===== src/rtl/tern_pkg.sv =====
package tern_pkg;

    typedef enum logic [1:0] {
        ST_IDLE,
        ST_LOOK,
        ST_FETCH,
        ST_DATA
    } fetch_state_e;

    typedef enum logic [3:0] {
        AM_REG     = 4'd0,
        AM_NEXT    = 4'd1,
        AM_IMM     = 4'd2,
        AM_IND     = 4'd3,
        AM_PREINC  = 4'd4,
        AM_POSTINC = 4'd5,
        AM_PREDEC  = 4'd6,
        AM_POSTDEC = 4'd7,
        AM_OFFSET  = 4'd8
    } amode_e;

    // Value of one trit; the unused code 11 reads as zero.
    function automatic int tval(logic [1:0] t);
        case (t)
            2'b01:   return 1;
            2'b10:   return -1;
            default: return 0;
        endcase
    endfunction

    function automatic logic [1:0] tenc(int v);
        if (v > 0)      return 2'b01;
        else if (v < 0) return 2'b10;
        else            return 2'b00;
    endfunction

    function automatic logic [1:0] tsum(logic [1:0] a, logic [1:0] b, logic [1:0] c);
        int s;
        s = tval(a) + tval(b) + tval(c);
        if (s > 1)       s = s - 3;
        else if (s < -1) s = s + 3;
        return tenc(s);
    endfunction

    function automatic logic [1:0] tcarry(logic [1:0] a, logic [1:0] b, logic [1:0] c);
        int s;
        s = tval(a) + tval(b) + tval(c);
        if (s > 1)       return 2'b01;
        else if (s < -1) return 2'b10;
        else             return 2'b00;
    endfunction

endpackage


===== src/rtl/tern_field_dec.sv =====
module tern_field_dec #(
    parameter int IW = 4
) (
    input  logic [3:0]    fld,
    output logic [IW-1:0] idx
);
    import tern_pkg::*;

    always_comb begin
        idx = IW'(3 * tval(fld[3:2]) + tval(fld[1:0]) + 4);
    end

endmodule


===== src/rtl/tern_add.sv =====
module tern_add #(
    parameter int TRITS = 9,
    localparam int W = 2 * TRITS
) (
    input  logic [W-1:0] a,
    input  logic [W-1:0] b,
    output logic [W-1:0] sum
);
    import tern_pkg::*;

    logic [1:0] cy [TRITS];

    assign cy[0] = 2'b00;

    for (genvar i = 0; i < TRITS; i++) begin : g_trit
        assign sum[2*i +: 2] = tsum(a[2*i +: 2], b[2*i +: 2], cy[i]);
        if (i < TRITS - 1) begin : g_cy
            assign cy[i+1] = tcarry(a[2*i +: 2], b[2*i +: 2], cy[i]);
        end
    end

endmodule


===== src/rtl/tern_opfetch.sv =====
module tern_opfetch #(
    parameter int TRITS  = 9,
    parameter int ATRITS = 7,
    parameter int NREG   = 9,
    localparam int W  = 2 * TRITS,
    localparam int AW = 2 * ATRITS,
    localparam int RW = $clog2(NREG)
) (
    input  logic          clk,
    input  logic          rst_n,
    input  logic          start,
    input  logic          unary,
    input  logic [3:0]    mode_fld,
    input  logic [3:0]    sel_fld,
    output logic [RW-1:0] rf_idx,
    input  logic [W-1:0]  rf_rdata,
    output logic          rf_we,
    output logic [W-1:0]  rf_wdata,
    output logic          mem_re,
    output logic [AW-1:0] mem_addr,
    input  logic [W-1:0]  mem_rdata,
    input  logic [W-1:0]  code_word,
    output logic          code_take,
    output logic          done,
    output logic [W-1:0]  operand,
    output logic [AW-1:0] eff_addr,
    output logic          extra_word
);
    import tern_pkg::*;

    localparam logic [W-1:0] PLUS_ONE  = W'(2'b01);
    localparam logic [W-1:0] MINUS_ONE = W'(2'b10);

    typedef struct packed {
        fetch_state_e  st;
        logic          unary;
        logic [3:0]    mode;
        logic [3:0]    sel;
        logic [AW-1:0] addr;
        logic [W-1:0]  operand;
        logic [AW-1:0] eff;
        logic          extra;
        logic          done;
    } fetch_regs_t;

    fetch_regs_t q, d;

    logic [3:0]   mode_idx;
    amode_e       mode_e;
    logic [W-1:0] addend;
    logic [W-1:0] sum_w;
    logic [3:0]   imm_fld;

    tern_field_dec #(.IW(4)) u_mode_dec (
        .fld (q.mode),
        .idx (mode_idx)
    );

    tern_field_dec #(.IW(RW)) u_sel_dec (
        .fld (q.sel),
        .idx (rf_idx)
    );

    tern_add #(.TRITS(TRITS)) u_ptr_add (
        .a   (rf_rdata),
        .b   (addend),
        .sum (sum_w)
    );

    assign mode_e  = amode_e'(mode_idx);
    assign imm_fld = {tenc(tval(q.sel[3:2])), tenc(tval(q.sel[1:0]))};

    always_comb begin
        case (mode_e)
            AM_PREINC, AM_POSTINC: addend = PLUS_ONE;
            AM_PREDEC, AM_POSTDEC: addend = MINUS_ONE;
            AM_OFFSET:             addend = code_word;
            default:               addend = '0;
        endcase
    end

    always_comb begin
        d         = q;
        d.done    = 1'b0;
        rf_we     = 1'b0;
        code_take = 1'b0;
        case (q.st)
            ST_IDLE: begin
                if (start) begin
                    d.st    = ST_LOOK;
                    d.unary = unary;
                    d.mode  = mode_fld;
                    d.sel   = sel_fld;
                end
            end
            ST_LOOK: begin
                d.extra = 1'b0;
                d.eff   = '0;
                d.st    = ST_IDLE;
                if (q.unary) begin
                    d.operand = '0;
                    d.done    = 1'b1;
                end else begin
                    case (mode_e)
                        AM_REG: begin
                            d.operand = rf_rdata;
                            d.done    = 1'b1;
                        end
                        AM_NEXT: begin
                            d.operand = code_word;
                            d.extra   = 1'b1;
                            code_take = 1'b1;
                            d.done    = 1'b1;
                        end
                        AM_IMM: begin
                            d.operand = W'(imm_fld);
                            d.done    = 1'b1;
                        end
                        AM_IND: begin
                            d.addr = rf_rdata[AW-1:0];
                            d.st   = ST_FETCH;
                        end
                        AM_PREINC, AM_PREDEC: begin
                            d.addr = sum_w[AW-1:0];
                            rf_we  = 1'b1;
                            d.st   = ST_FETCH;
                        end
                        AM_POSTINC, AM_POSTDEC: begin
                            d.addr = rf_rdata[AW-1:0];
                            rf_we  = 1'b1;
                            d.st   = ST_FETCH;
                        end
                        AM_OFFSET: begin
                            d.addr    = sum_w[AW-1:0];
                            code_take = 1'b1;
                            d.extra   = 1'b1;
                            d.st      = ST_FETCH;
                        end
                        default: begin
                            d.operand = '0;
                            d.done    = 1'b1;
                        end
                    endcase
                end
            end
            ST_FETCH: d.st = ST_DATA;
            ST_DATA: begin
                d.operand = mem_rdata;
                d.eff     = q.addr;
                d.done    = 1'b1;
                d.st      = ST_IDLE;
            end
            default: d.st = ST_IDLE;
        endcase
    end

    always_ff @(posedge clk or negedge rst_n) begin
        if (!rst_n) begin
            q <= '{st: ST_IDLE, default: '0};
        end else begin
            q <= d;
        end
    end

    assign rf_wdata   = sum_w;
    assign mem_re     = (q.st == ST_FETCH);
    assign mem_addr   = q.addr;
    assign done       = q.done;
    assign operand    = q.operand;
    assign eff_addr   = q.eff;
    assign extra_word = q.extra;


    done_pulse_chk: assert property (@(posedge clk) disable iff (!rst_n)
        done |=> !done);


    read_then_done_chk: assert property (@(posedge clk) disable iff (!rst_n)
        mem_re |=> ##1 done);


    writeback_moves_chk: assert property (@(posedge clk) disable iff (!rst_n)
        rf_we |-> (rf_wdata != rf_rdata));


    unary_quiet_chk: assert property (@(posedge clk) disable iff (!rst_n)
        (q.st == ST_LOOK && q.unary) |=> !mem_re && done && !extra_word);


    take_once_chk: assert property (@(posedge clk) disable iff (!rst_n)
        code_take |=> !code_take);

endmodule


===== config.mk =====
export PLATFORM = sky130hd
export DESIGN_NAME = tern_opfetch
export DESIGN_NICKNAME = d
export VERILOG_FILES = /design/src/rtl/tern_pkg.sv /design/src/rtl/tern_field_dec.sv /design/src/rtl/tern_add.sv /design/src/rtl/tern_opfetch.sv
export SDC_FILE = /design/constraint.sdc
export NUM_CORES = 1
export LEC_CHECK = 0
export BUFFER_PORTS_ARGS = -buffer_cell sky130_fd_sc_hd__buf_2
export CORE_MARGIN = 2
export CORE_UTILIZATION = 41
export CTS_CLUSTER_SIZE = 10
export DETAILED_ROUTE_END_ITERATION = 8
export HOLD_SLACK_MARGIN = 0.02
export PLACE_DENSITY_LB_ADDON = 0.3
export REMOVE_ABC_BUFFERS = 1
export SYNTH_ARGS = -nofsm -noshare
export SYNTH_HDL_FRONTEND = slang
export SYNTH_SLANG_ARGS = --single-unit

===== constraint.sdc =====
create_clock -name clk -period 37.6 [get_ports clk]
set_input_delay 0 -clock clk [delete_from_list [all_inputs] [get_ports clk]]
set_output_delay 0 -clock clk [all_outputs]
set_load 0.05 [all_outputs]

==> summary.log, run 1 <==
INFO  cts            cts.htree.levels=3
INFO  grt            first_pass_grt_wire_length=32.9mm
INFO  sta            measured_slew_at_the_worst_slew_check_pin=1140ps
INFO  synth          synth.yosys.warnings=0
INFO  cts            tritoncts=built
INFO  sta            hold_violations_final=0
INFO  synth          synth-seq-area-share=19.8%
INFO  grt            gr-max-usage-layer=met2
INFO  place          hpwlAfterDp=14.9mm
INFO  floorplan      fp.dieArea=0.0193mm2
INFO  grt            grt_pass1_vias=6480
INFO  cells_and_area synth_to_layout_area_growth=17.1%
INFO  place          postPlaceCellArea=0.00805mm2
INFO  floorplan      floorplan.rows=49
INFO  detailed_routing detail_route.wirelength=20.3mm
INFO  min_path       whs_path_depth=3
INFO  cts            clock_path_buffers=2
INFO  sta            timing.final.crit_share=66.5%
INFO  floorplan      floorplan.io_pins=139
INFO  grt            grt_util_met2=34.6%
INFO  setup_path     crit_path_max_fanout=14
INFO  grt            groute.layer.met1.usage=28.6%
INFO  synth          synth_top_cells_by_count=inv_1, nand2_1, ha_1, fa_1, nor2_1
INFO  setup_path     critPathMaxStageDelay=750ps
INFO  floorplan      die_w=139um
INFO  sta            maxSlewViolCount=0
INFO  sta            clock-skew-final=8.99ps
INFO  sta            final_period_minus_worst_setup_slack=25010ps
INFO  cts            cts-root-buf=clkbuf_16
INFO  synth          synth_largest_type_area_fraction=19.8%
INFO  grt            globalRouteMet3Util=3.18%
INFO  floorplan      start_util=41.7%
INFO  cts            clk-insertion-delay-late=340ps
INFO  cts            path_clk_slew=60ps
INFO  cts            numCtsBuffers=9
INFO  detailed_routing drt_pre_antenna_iters=6
INFO  setup_path     cpMostUsedCell=fa_1
INFO  synth          asyncSetResetFlopFracSynth=100%
INFO  setup_path     cell_with_the_largest_stage_delay_on_the_worst_path=fa_1
INFO  detailed_routing post_detailed_route_drc_marker_count=0
INFO  min_path       hold_class=in -> reg
INFO  synth          syn_area=0.00746mm2
INFO  setup_path     critical_path_class=reg -> out
INFO  synth          synth_most_common_cell=inv_1
INFO  floorplan      core=0.0179mm2
INFO  setup_path     worstPathRequired=37600ps
INFO  grt            grt_remaining_overflow=0
INFO  detailed_routing number_of_antenna_violating_nets_in_the_routed_design=0
INFO  synth          synth.ff_latch_count=59
INFO  detailed_routing avgViaCountPerCell=5.30
INFO  sta            slew_headroom=23.6%
INFO  cts            cts-hold-fix-buffers=35
INFO  cts            numClockSinks=59
INFO  cts            post_cts.repair.setup_buffers=0
INFO  cts            cts_resized=0
INFO  place          finalWeightedCongestion=0.925
INFO  sta            fmax=40.0MHz
INFO  synth          netlist.top_cell.by_area=dfrtp_1
INFO  cells_and_area final_net_count=1220
INFO  sta            grt_setup_unrepaired=no
INFO  setup_path     critical_path.endpoint_type=primary output
INFO  detailed_routing routed_wire_length_per_instance=16.2um
INFO  cells_and_area n_antenna_cell=0
INFO  synth          yosys-top-cells-area=dfrtp_1, fa_1, ha_1
INFO  setup_path     worstSetupStartpointType=flip-flop
INFO  cells_and_area layout.filler_cells=1747
INFO  synth          synth-edff-count=0
INFO  grt            grtUsageTotal=21.0%
INFO  sta            setup_tns=0ps
INFO  synth          synth_flop_cell=dfrtp_1
INFO  synth          netlist-cell-type-count=69
INFO  synth          syn-mean-instance-area=8.28um2
INFO  cells_and_area share_of_final_layout_standard_cells_stronger_than_drive_strength_1=17.3%
INFO  job            maxCapViolCount=0
INFO  cells_and_area post-route-cell-area=0.00874mm2
INFO  synth          syn_inst=901
INFO  grt            grt_start_max_net_pins=60
INFO  detailed_routing number_of_design_rule_violations_left_by_the_first_detailed_router_iteration=422
INFO  sta            setup_viol_count_final=0
INFO  grt            antenna_found_initial=0
INFO  detailed_routing detailroute.via_count=6631
INFO  place          port_buffers=138
INFO  status         status=finished clean
INFO  cells_and_area fin_util=48.8%
INFO  floorplan      die_height=139um
INFO  setup_path     timing.reg2reg.worst_path_depth=76
INFO  setup_path     worst_ep_arrival_time=25010ps
final timing paths:
kind | start | to | slack, ps
worst max-delay path | q[54]$_DFFE_PN0P_ | rf_wdata[16] | 12590
worst min-delay path | rf_rdata[1] | mem_addr[1]$_DFFE_PN0P_ | 20
worst max register to register | q[54]$_DFFE_PN0P_ | mem_addr[12]$_DFFE_PN0P_ | 17680
worst min register to register | operand[17]$_DFFE_PN0P_ | operand[17]$_DFFE_PN0P_ | 480
max in group asynchronous | rst_n | mem_addr[10]$_DFFE_PN0P_ | 36650
min in group asynchronous | rst_n | q[48]$_DFFE_PN0P_ | 370
cells in the final DEF, fill, tap and decap left out, types with 19 or more instances in the layout:
cell           count
buf_2            138
a21oi_1           54
dlygate4sd3_1     35
inv_1            135
dfrtp_1           59
nor3_1            19
fa_1              60
nor2_1            60
ha_1              77
nand2_1           96
o21ai_0           44
layer usage:
metal	vias up	wire length, um	share of wire [%]
met5	-	0	0
met4	0	446	2.2
met3	32	1120	5.5
met2	224	9630	47
met1	3170	9120	45
li1	3205	-	-
registers in the layout (all words and copies together) (netlist names), named ones only:
register	cells
operand	18
eff_addr	14
mem_addr	14
q	10
done	1
extra_word	1
layout make-up:
cell class | count | area, um2 | area share, %
clock inverters | 5 | 85.1 | 0.974
flip-flops and latches | 59 | 1480 | 16.9
inverters | 136 | 510 | 5.84
well taps | 229 | 287 | 3.28
repair buffers | 178 | 1080 | 12.3
clock buffers | 11 | 253 | 2.89
multi-input cells | 633 | 5050 | 57.8
metrics by stage:
step / hold WS (ps) / std cells / setup slack [ps]
6_report: 19.6 / 1251 / 12590
5_1_grt: 27.3 / 1251 / 10660
4_1_cts: 20.3 / 1251 / 12680
3_5_place_dp: 212 / 1200 / 13080
3_3_place_gp: 205 / 1200 / 13750
2_1_floorplan: -296 / 828 / 13240
worst max-delay path: cells and delay by family, from the launching register on:
kind | cells | cell delay (ps)
and+or+nand+nor | 16 | 2690
xor gates and xnor gates | 3 | 720
DFF | 1 | 380
adders and majority gates | 42 | 15570
buffers and inverters | 25 | 3090
AOI/OAI and AO/OA | 9 | 2220
kinds of logic after synthesis:
logic type | Yosys count | share of synthesized area (%)
flip-flops | 59 | 19.8
AND/OR/NAND/NOR | 260 | 17.3
multiplexers | 16 | 2.23
buffers and inverters | 209 | 12.9
AO/OA/AOI/OAI | 211 | 17.8
adder cells (fa/ha/maj) | 137 | 29.0
XOR/XNOR | 9 | 1.06
Power of run 1 is left out: the tool's default activity adds up to more than one toggle a clock period on the data nets, which glitch-free logic cannot reach.
==> run 2, diff against run 1 <==
Clock period 37.6 ns to 24 ns, I/O delays scaled along.
==> run 2 against run 1 <==
- sequential cell count unchanged
- count of clock-buffer cells in the layout is 1 lower
- critical path depth is 4 higher
- global-route usage about the same
- non-clock buffer count grew 22
- critical path type unchanged
- largest cell class unchanged
==> summary.log, run 2 (synthesis gave the netlist of run 1 again) <==
INFO  status         status=finished clean [unchanged]
INFO  sta            slew_headroom=24.1% [was 23.6%]
INFO  setup_path     worst_path_bufs_invs=23 [was 25]
INFO  setup_path     crit-reg2reg-launch=q[54]$_DFFE_PN0P_ [unchanged]
INFO  detailed_routing detail_route.wirelength=20.6mm [was 20.3 mm]
INFO  place          port_buffers=138 [unchanged]
INFO  setup_path     critical_path.endpoint_type=primary output [unchanged]
INFO  place          hpwlAfterDp=15.0mm [was 14.9 mm]
INFO  cells_and_area synth_to_layout_area_growth=20.6% [was 17.1%]
INFO  cells_and_area final_net_count=1242 [was 1220]
INFO  setup_path     timing.rr.end=mem_addr[12]$_DFFE_PN0P_ [unchanged]
INFO  cells_and_area largest_reg_flops=18 [unchanged]
INFO  cts            numCtsBuffers=9 [unchanged]
INFO  min_path       hold_path_end=mem_addr[1]$_DFFE_PN0P_ [unchanged]
INFO  sta            clock-skew-final=9.34ps [was 8.99 ps]
INFO  setup_path     timing.reg2reg.worst_path_depth=78 [was 76]
INFO  grt            grt_start_max_net_pins=60 [unchanged]
INFO  setup_path     worstPathRequired=24000ps [was 37600 ps]
INFO  cts            clock_path_buffers=2 [unchanged]
INFO  detailed_routing routed_wire_length_per_instance=16.2um [about the same]
INFO  floorplan      fp.dieArea=0.0193mm2 [unchanged]
INFO  grt            first_pass_grt_wire_length=33.1mm [was 32.9 mm]
INFO  setup_path     reg2reg_setup_slack=5890ps [was 17680 ps]
INFO  cells_and_area layout.filler_cells=1712 [was 1747]
INFO  place          place_inst=1204 [was 1200]
INFO  min_path       timing.hold.worst.start=rf_rdata[1] [unchanged]
INFO  sta            fmax=44.1MHz
INFO  floorplan      die_w=139um [unchanged]
INFO  cells_and_area mostFrequentLayoutCells=buf_2, inv_1, nand2_1, ha_1 [unchanged]
INFO  setup_path     worstSetupStartpointType=flip-flop [unchanged]
INFO  detailed_routing post_detailed_route_drc_marker_count=0 [unchanged]
INFO  job            maxCapViolCount=0 [unchanged]
INFO  sta            timing.hold.ws=33.1ps [was 19.6 ps]
INFO  setup_path     crit_path_max_fanout=8 [was 14]
INFO  cts            tritoncts=built [unchanged]
INFO  cells_and_area post_layout_cell_count=1273 [was 1251]
INFO  floorplan      core=0.0179mm2 [unchanged]
INFO  sta            hold_violations_final=0 [unchanged]
INFO  cts            numClockSinks=59 [unchanged]
INFO  setup_path     worst_ep_arrival_time=22690ps [was 25010 ps]
INFO  place          finalWeightedCongestion=0.923 [was 0.925]
INFO  cts            cts-root-buf=clkbuf_16 [unchanged]
INFO  grt            grt_remaining_overflow=0 [unchanged]
INFO  detailed_routing number_of_antenna_violating_nets_in_the_routed_design=0 [unchanged]
INFO  floorplan      floorplan.io_pins=139 [unchanged]
INFO  setup_path     critical_path_depth=99 [was 95]
INFO  grt            grtUsageTotal=21.0% [about the same]
INFO  setup_path     cell_with_the_largest_stage_delay_on_the_worst_path=fa_2 [was fa_1]
INFO  floorplan      start_util=41.7% [unchanged]
INFO  place          postPlaceCellArea=0.00808mm2 [was 0.00805 mm2]
INFO  cells_and_area most_frequent_standard_cell_in_the_layout_excluding_fill_and_tap_cells=buf_2 [unchanged]
INFO  setup_path     critical_path_class=reg -> out [unchanged]
INFO  cts            path_clk_slew=50ps [was 60 ps]
INFO  sta            maxSlewViolCount=0 [unchanged]
INFO  detailed_routing number_of_design_rule_violations_left_by_the_first_detailed_router_iteration=466 [was 422]
INFO  cells_and_area post-route-cell-area=0.00900mm2 [was 0.00874 mm2]
INFO  cts            cts.htree.levels=3 [unchanged]
INFO  detailed_routing avgViaCountPerCell=5.27 [was 5.30]
INFO  detailed_routing drt_pre_antenna_iters=5 [was 6]
INFO  cells_and_area share_of_final_layout_standard_cells_stronger_than_drive_strength_1=22.1% [was 17.3%]
INFO  min_path       whs_path_depth=3 [unchanged]
INFO  cells_and_area n_antenna_cell=0 [unchanged]
INFO  setup_path     path_delay_family=adder cells [unchanged]
INFO  grt            grt_pass1_vias=6702 [was 6480]
INFO  setup_path     critPathMaxStageDelay=610ps [was 750 ps]
INFO  grt            antenna_found_initial=0 [unchanged]
INFO  setup_path     cpMostUsedCell=fa_1 [unchanged]
INFO  sta            setup_viol_count_final=0 [unchanged]
INFO  sta            timing.final.crit_share=94.6%
INFO  floorplan      floorplan.rows=49 [unchanged]
INFO  detailed_routing detailroute.via_count=6706 [was 6631]
INFO  sta            final_period_minus_worst_setup_slack=22690ps
INFO  sta            measured_slew_at_the_worst_slew_check_pin=1140ps [about the same]
INFO  min_path       hold_class=in -> reg [unchanged]
INFO  floorplan      die_height=139um [unchanged]
INFO  cts            clk-insertion-delay-late=340ps [about the same]
==> run 2: worst max-delay path by stage <==
stage | startpoint | to | slack, ps
2_1_floorplan | q[53]$_DFFE_PN0P_ | rf_wdata[16] | -360
3_3_place_gp | q[54]$_DFFE_PN0P_ | rf_wdata[16] | 250
3_5_place_dp | q[54]$_DFFE_PN0P_ | rf_wdata[16] | -290
4_1_cts | q[54]$_DFFE_PN0P_ | rf_wdata[16] | 30
5_1_grt | q[55]$_DFFE_PN0P_ | rf_wdata[16] | -50
6_report | q[54]$_DFFE_PN0P_ | rf_wdata[16] | 1310
==> run 2: cell type report <==
cell class / count / area (um2) / area share [%]
Multi-Input combinational cell: 633 / 5170 / 57.5
Sequential cell: 59 / 1480 / 16.4
Timing Repair Buffer: 200 / 1250 / 13.9
Inverter: 136 / 517 / 5.74
Tap cell: 229 / 287 / 3.18
Clock buffer: 10 / 229 / 2.54
Clock inverter: 6 / 66.3 / 0.737
==> run 2: worst register-to-register path, delay by kind of cell (launching register included) <==
family | cells | cell delay (ps)
simple gates | 16 | 2560
fa+ha+maj | 33 | 11520
compound gates | 9 | 1550
xor+xnor | 2 | 330
flops | 1 | 380
buf+inv | 18 | 1650
==> run 2: per-layer routing <==
metal | part of all wire (%) | vias to the layer above | track usage (%)
met1 | 44 | 3188 | 27.6
met2 | 48 | 224 | 35.0
met5 | 0 | - | 0
met4 | 2.4 | 0 | 7.44
li1 | - | 3258 | -
met3 | 5.4 | 36 | 3.83
==> run 2: per-stage QoR <==
stage,TNS (ps),utilization (%),setup slack [ps]
floorplan,-355,-,-355
global placement,0,45.1,245
detailed placement,-311,45.1,-289
CTS,0,49.1,32.9
global route,-52.1,50.3,-52.1
finish,0,50.3,1310
==> run 2: repair_timing <==
action,4_1_cts,5_1_grt
setup buffers,2,15
hold buffers,36,0
endpoints found under the hold margin,94,0
gates resized for setup,10,31
pin swaps,2,7
endpoints found under the setup margin,2,2
Power of run 2 is left out for the same reason.
==> run 3, diff against run 2 <==
Settings changed: MAX_ROUTING_LAYER set to met4, SLEW_MARGIN set to 0.
==> run 3 against run 2 <==
- sequential share of layout area is essentially flat
- die area did not move
- first-iteration DRC count up 9.0%
- clock skew decreased by 1.0 ps
- maximum frequency decreased by 0.10%
- cell count is the same
- hold slack about the same
- core utilization about the same
- count of clock-buffer cells in the layout is the same
- global-route usage grew 0.66 points
- critical endpoint unchanged
- largest cell class unchanged
==> summary.log, run 3 (synthesis gave the netlist of run 1 again) <==
INFO  cts            numCtsBuffers=9 [unchanged]
INFO  setup_path     worstPathRequired=24000ps [about the same]
INFO  sta            fmax=44.0MHz [was 44.1 MHz]
INFO  cells_and_area n_antenna_cell=0 [unchanged]
INFO  setup_path     critical_path.endpoint_type=primary output [unchanged]
INFO  setup_path     worstSetupStartpointType=flip-flop [unchanged]
INFO  min_path       timing.hold.worst.start=rf_rdata[1] [unchanged]
INFO  setup_path     critPathMaxStageDelay=610ps [about the same]
INFO  cts            tritoncts=built [unchanged]
INFO  floorplan      die_w=139um [unchanged]
INFO  detailed_routing number_of_antenna_violating_nets_in_the_routed_design=0 [unchanged]
INFO  sta            hold_violations_final=0 [unchanged]
INFO  grt            grt_pass1_vias=6710 [was 6702]
INFO  status         status=finished clean [unchanged]
INFO  min_path       whs_path_depth=3 [unchanged]
INFO  cells_and_area post-route-cell-area=0.00899mm2 [was 0.00900 mm2]
INFO  floorplan      floorplan.rows=49 [unchanged]
INFO  cells_and_area share_of_final_layout_standard_cells_stronger_than_drive_strength_1=22.0% [was 22.1%]
INFO  grt            first_pass_grt_wire_length=33.1mm [unchanged]
INFO  cts            clock_path_buffers=2 [unchanged]
INFO  setup_path     reg2reg_setup_slack=5860ps [was 5890 ps]
INFO  sta            measured_slew_at_the_worst_slew_check_pin=1130ps [was 1140 ps]
INFO  floorplan      start_util=41.7% [unchanged]
INFO  place          hpwlAfterDp=15.0mm [unchanged]
INFO  setup_path     worst_ep_arrival_time=22720ps [was 22690 ps]
INFO  cells_and_area area_used_by_multi_input_combinational_logic=0.00517mm2 [about the same]
INFO  setup_path     cell_with_the_largest_stage_delay_on_the_worst_path=fa_2 [unchanged]
INFO  cells_and_area ff_latch_area=0.00148mm2 [unchanged]
INFO  cells_and_area mostFrequentLayoutCells=buf_2, inv_1, nand2_1, ha_1 [unchanged]
INFO  job            maxCapViolCount=0 [unchanged]
INFO  cells_and_area fin_util=50.2% [was 50.3%]
INFO  cts            path_clk_slew=50ps [about the same]
INFO  cells_and_area final_net_count=1242 [unchanged]
INFO  sta            clock-skew-final=8.34ps [was 9.34 ps]
INFO  grt            antenna_found_initial=0 [unchanged]
INFO  place          finalWeightedCongestion=0.939 [was 0.923]
INFO  cts            clk-insertion-delay-late=340ps [about the same]
INFO  grt            grt_start_max_net_pins=60 [unchanged]
INFO  detailed_routing detailroute.via_count=6706 [unchanged]
INFO  detailed_routing number_of_design_rule_violations_left_by_the_first_detailed_router_iteration=508 [was 466]
INFO  detailed_routing drt_pre_antenna_iters=5 [unchanged]
INFO  detailed_routing detail_route.wirelength=20.5mm [was 20.6 mm]
INFO  cells_and_area most_frequent_standard_cell_in_the_layout_excluding_fill_and_tap_cells=buf_2 [unchanged]
INFO  place          port_buffers=138 [unchanged]
INFO  setup_path     crit-reg2reg-launch=q[54]$_DFFE_PN0P_ [unchanged]
INFO  detailed_routing avgViaCountPerCell=5.27 [unchanged]
INFO  place          post-place-ws=-289ps [unchanged]
INFO  sta            timing.final.crit_share=94.7% [was 94.6%]
INFO  sta            final_period_minus_worst_setup_slack=22720ps [was 22690 ps]
INFO  floorplan      die_height=139um [unchanged]
INFO  cts            numClockSinks=59 [unchanged]
INFO  min_path       hold_path_end=mem_addr[1]$_DFFE_PN0P_ [unchanged]
INFO  sta            maxSlewViolCount=0 [unchanged]
INFO  cts            cts-root-buf=clkbuf_16 [unchanged]
INFO  sta            setup_viol_count_final=0 [unchanged]
INFO  sta            slew_headroom=24.9% [was 24.1%]
INFO  place          postPlaceCellArea=0.00808mm2 [unchanged]
INFO  setup_path     timing.rr.end=mem_addr[12]$_DFFE_PN0P_ [unchanged]
INFO  grt            grt_remaining_overflow=0 [unchanged]
INFO  grt            grtUsageTotal=21.7% [was 21.0%]
INFO  cells_and_area largest_reg_flops=18 [unchanged]
INFO  floorplan      fp.dieArea=0.0193mm2 [unchanged]
INFO  floorplan      core=0.0179mm2 [unchanged]
INFO  sta            timing.hold.ws=33.0ps [was 33.1 ps]
INFO  detailed_routing routed_wire_length_per_instance=16.1um [was 16.2 um]
INFO  setup_path     critical_path_class=reg -> out [unchanged]
INFO  setup_path     timing.reg2reg.worst_path_depth=77 [was 78]
INFO  detailed_routing post_detailed_route_drc_marker_count=0 [unchanged]
INFO  cells_and_area layout.filler_cells=1712 [unchanged]
INFO  setup_path     cpMostUsedCell=fa_1 [unchanged]
INFO  sta            finalWorstSetupSlack=1280ps [was 1310 ps]
INFO  cts            cts.htree.levels=3 [unchanged]
INFO  floorplan      floorplan.io_pins=139 [unchanged]
INFO  min_path       hold_class=in -> reg [unchanged]
INFO  cells_and_area synth_to_layout_area_growth=20.5% [was 20.6%]
INFO  setup_path     crit_path_max_fanout=8 [unchanged]
[run 3: cell count changes in the layout (fill, tap and decap cells not counted)]
cell / before / now
nor4bb_2: 1 / 0
nor4bb_1: 0 / 1
[run 3: repair_timing]
item	4_1_cts	5_1_grt
setup buffers	2	15
pin swaps	2	7
gates resized for setup	10	30
setup endpoints to repair	2	2
hold buffers	36	0
endpoints found under the hold margin	94	0
[run 3: cell type report]
type	count	area share, %
Sequential cell	59	16.4
Clock inverter	6	0.737
Timing Repair Buffer	200	13.9
Clock buffer	10	2.55
Multi-Input combinational cell	633	57.5
Inverter	136	5.75
Tap cell	229	3.19
[run 3: through the flow]
stage               std cells  setup TNS (ps)
floorplan                 828            -355
global placement         1204               0
detailed placement       1204            -311
CTS                      1258               0
global route             1273           -51.3
finish                   1273               0
[run 3: how the worst max path moves through the flow]
| stage | from | endpoint | slack (ps) | depth (start not counted) |
|---|---|---|---|---|
| 5_1_grt | q[55]$_DFFE_PN0P_ | rf_wdata[16] | -50 | 99 |
| 2_1_floorplan | q[53]$_DFFE_PN0P_ | rf_wdata[16] | -360 | 91 |
| 3_3_place_gp | q[54]$_DFFE_PN0P_ | rf_wdata[16] | 250 | 94 |
| 6_report | q[54]$_DFFE_PN0P_ | rf_wdata[16] | 1280 | 98 |
| 3_5_place_dp | q[54]$_DFFE_PN0P_ | rf_wdata[16] | -290 | 95 |
| 4_1_cts | q[54]$_DFFE_PN0P_ | rf_wdata[16] | 30 | 98 |
[run 3: worst max-delay path, delay by kind of cell, from the launching register on]
family	cells	cell delay [ps]
XOR/XNOR	3	450
flip-flops	1	380
AO/OA/AOI/OAI	13	2320
adder cells (fa/ha/maj)	41	14220
multiplexers	1	140
buffers and inverters	23	2190
AND/OR/NAND/NOR	17	2640
[run 3: layer usage]
metal / up-vias / global-route usage (%) / part of all wire (%)
met2: 223 / 35.0 / 48
met5: - / - / 0
met3: 35 / 3.52 / 5.2
met1: 3193 / 27.9 / 45
met4: 0 / 7.44 / 2.3
li1: 3255 / - / -
Power of run 3 is left out for the same reason.
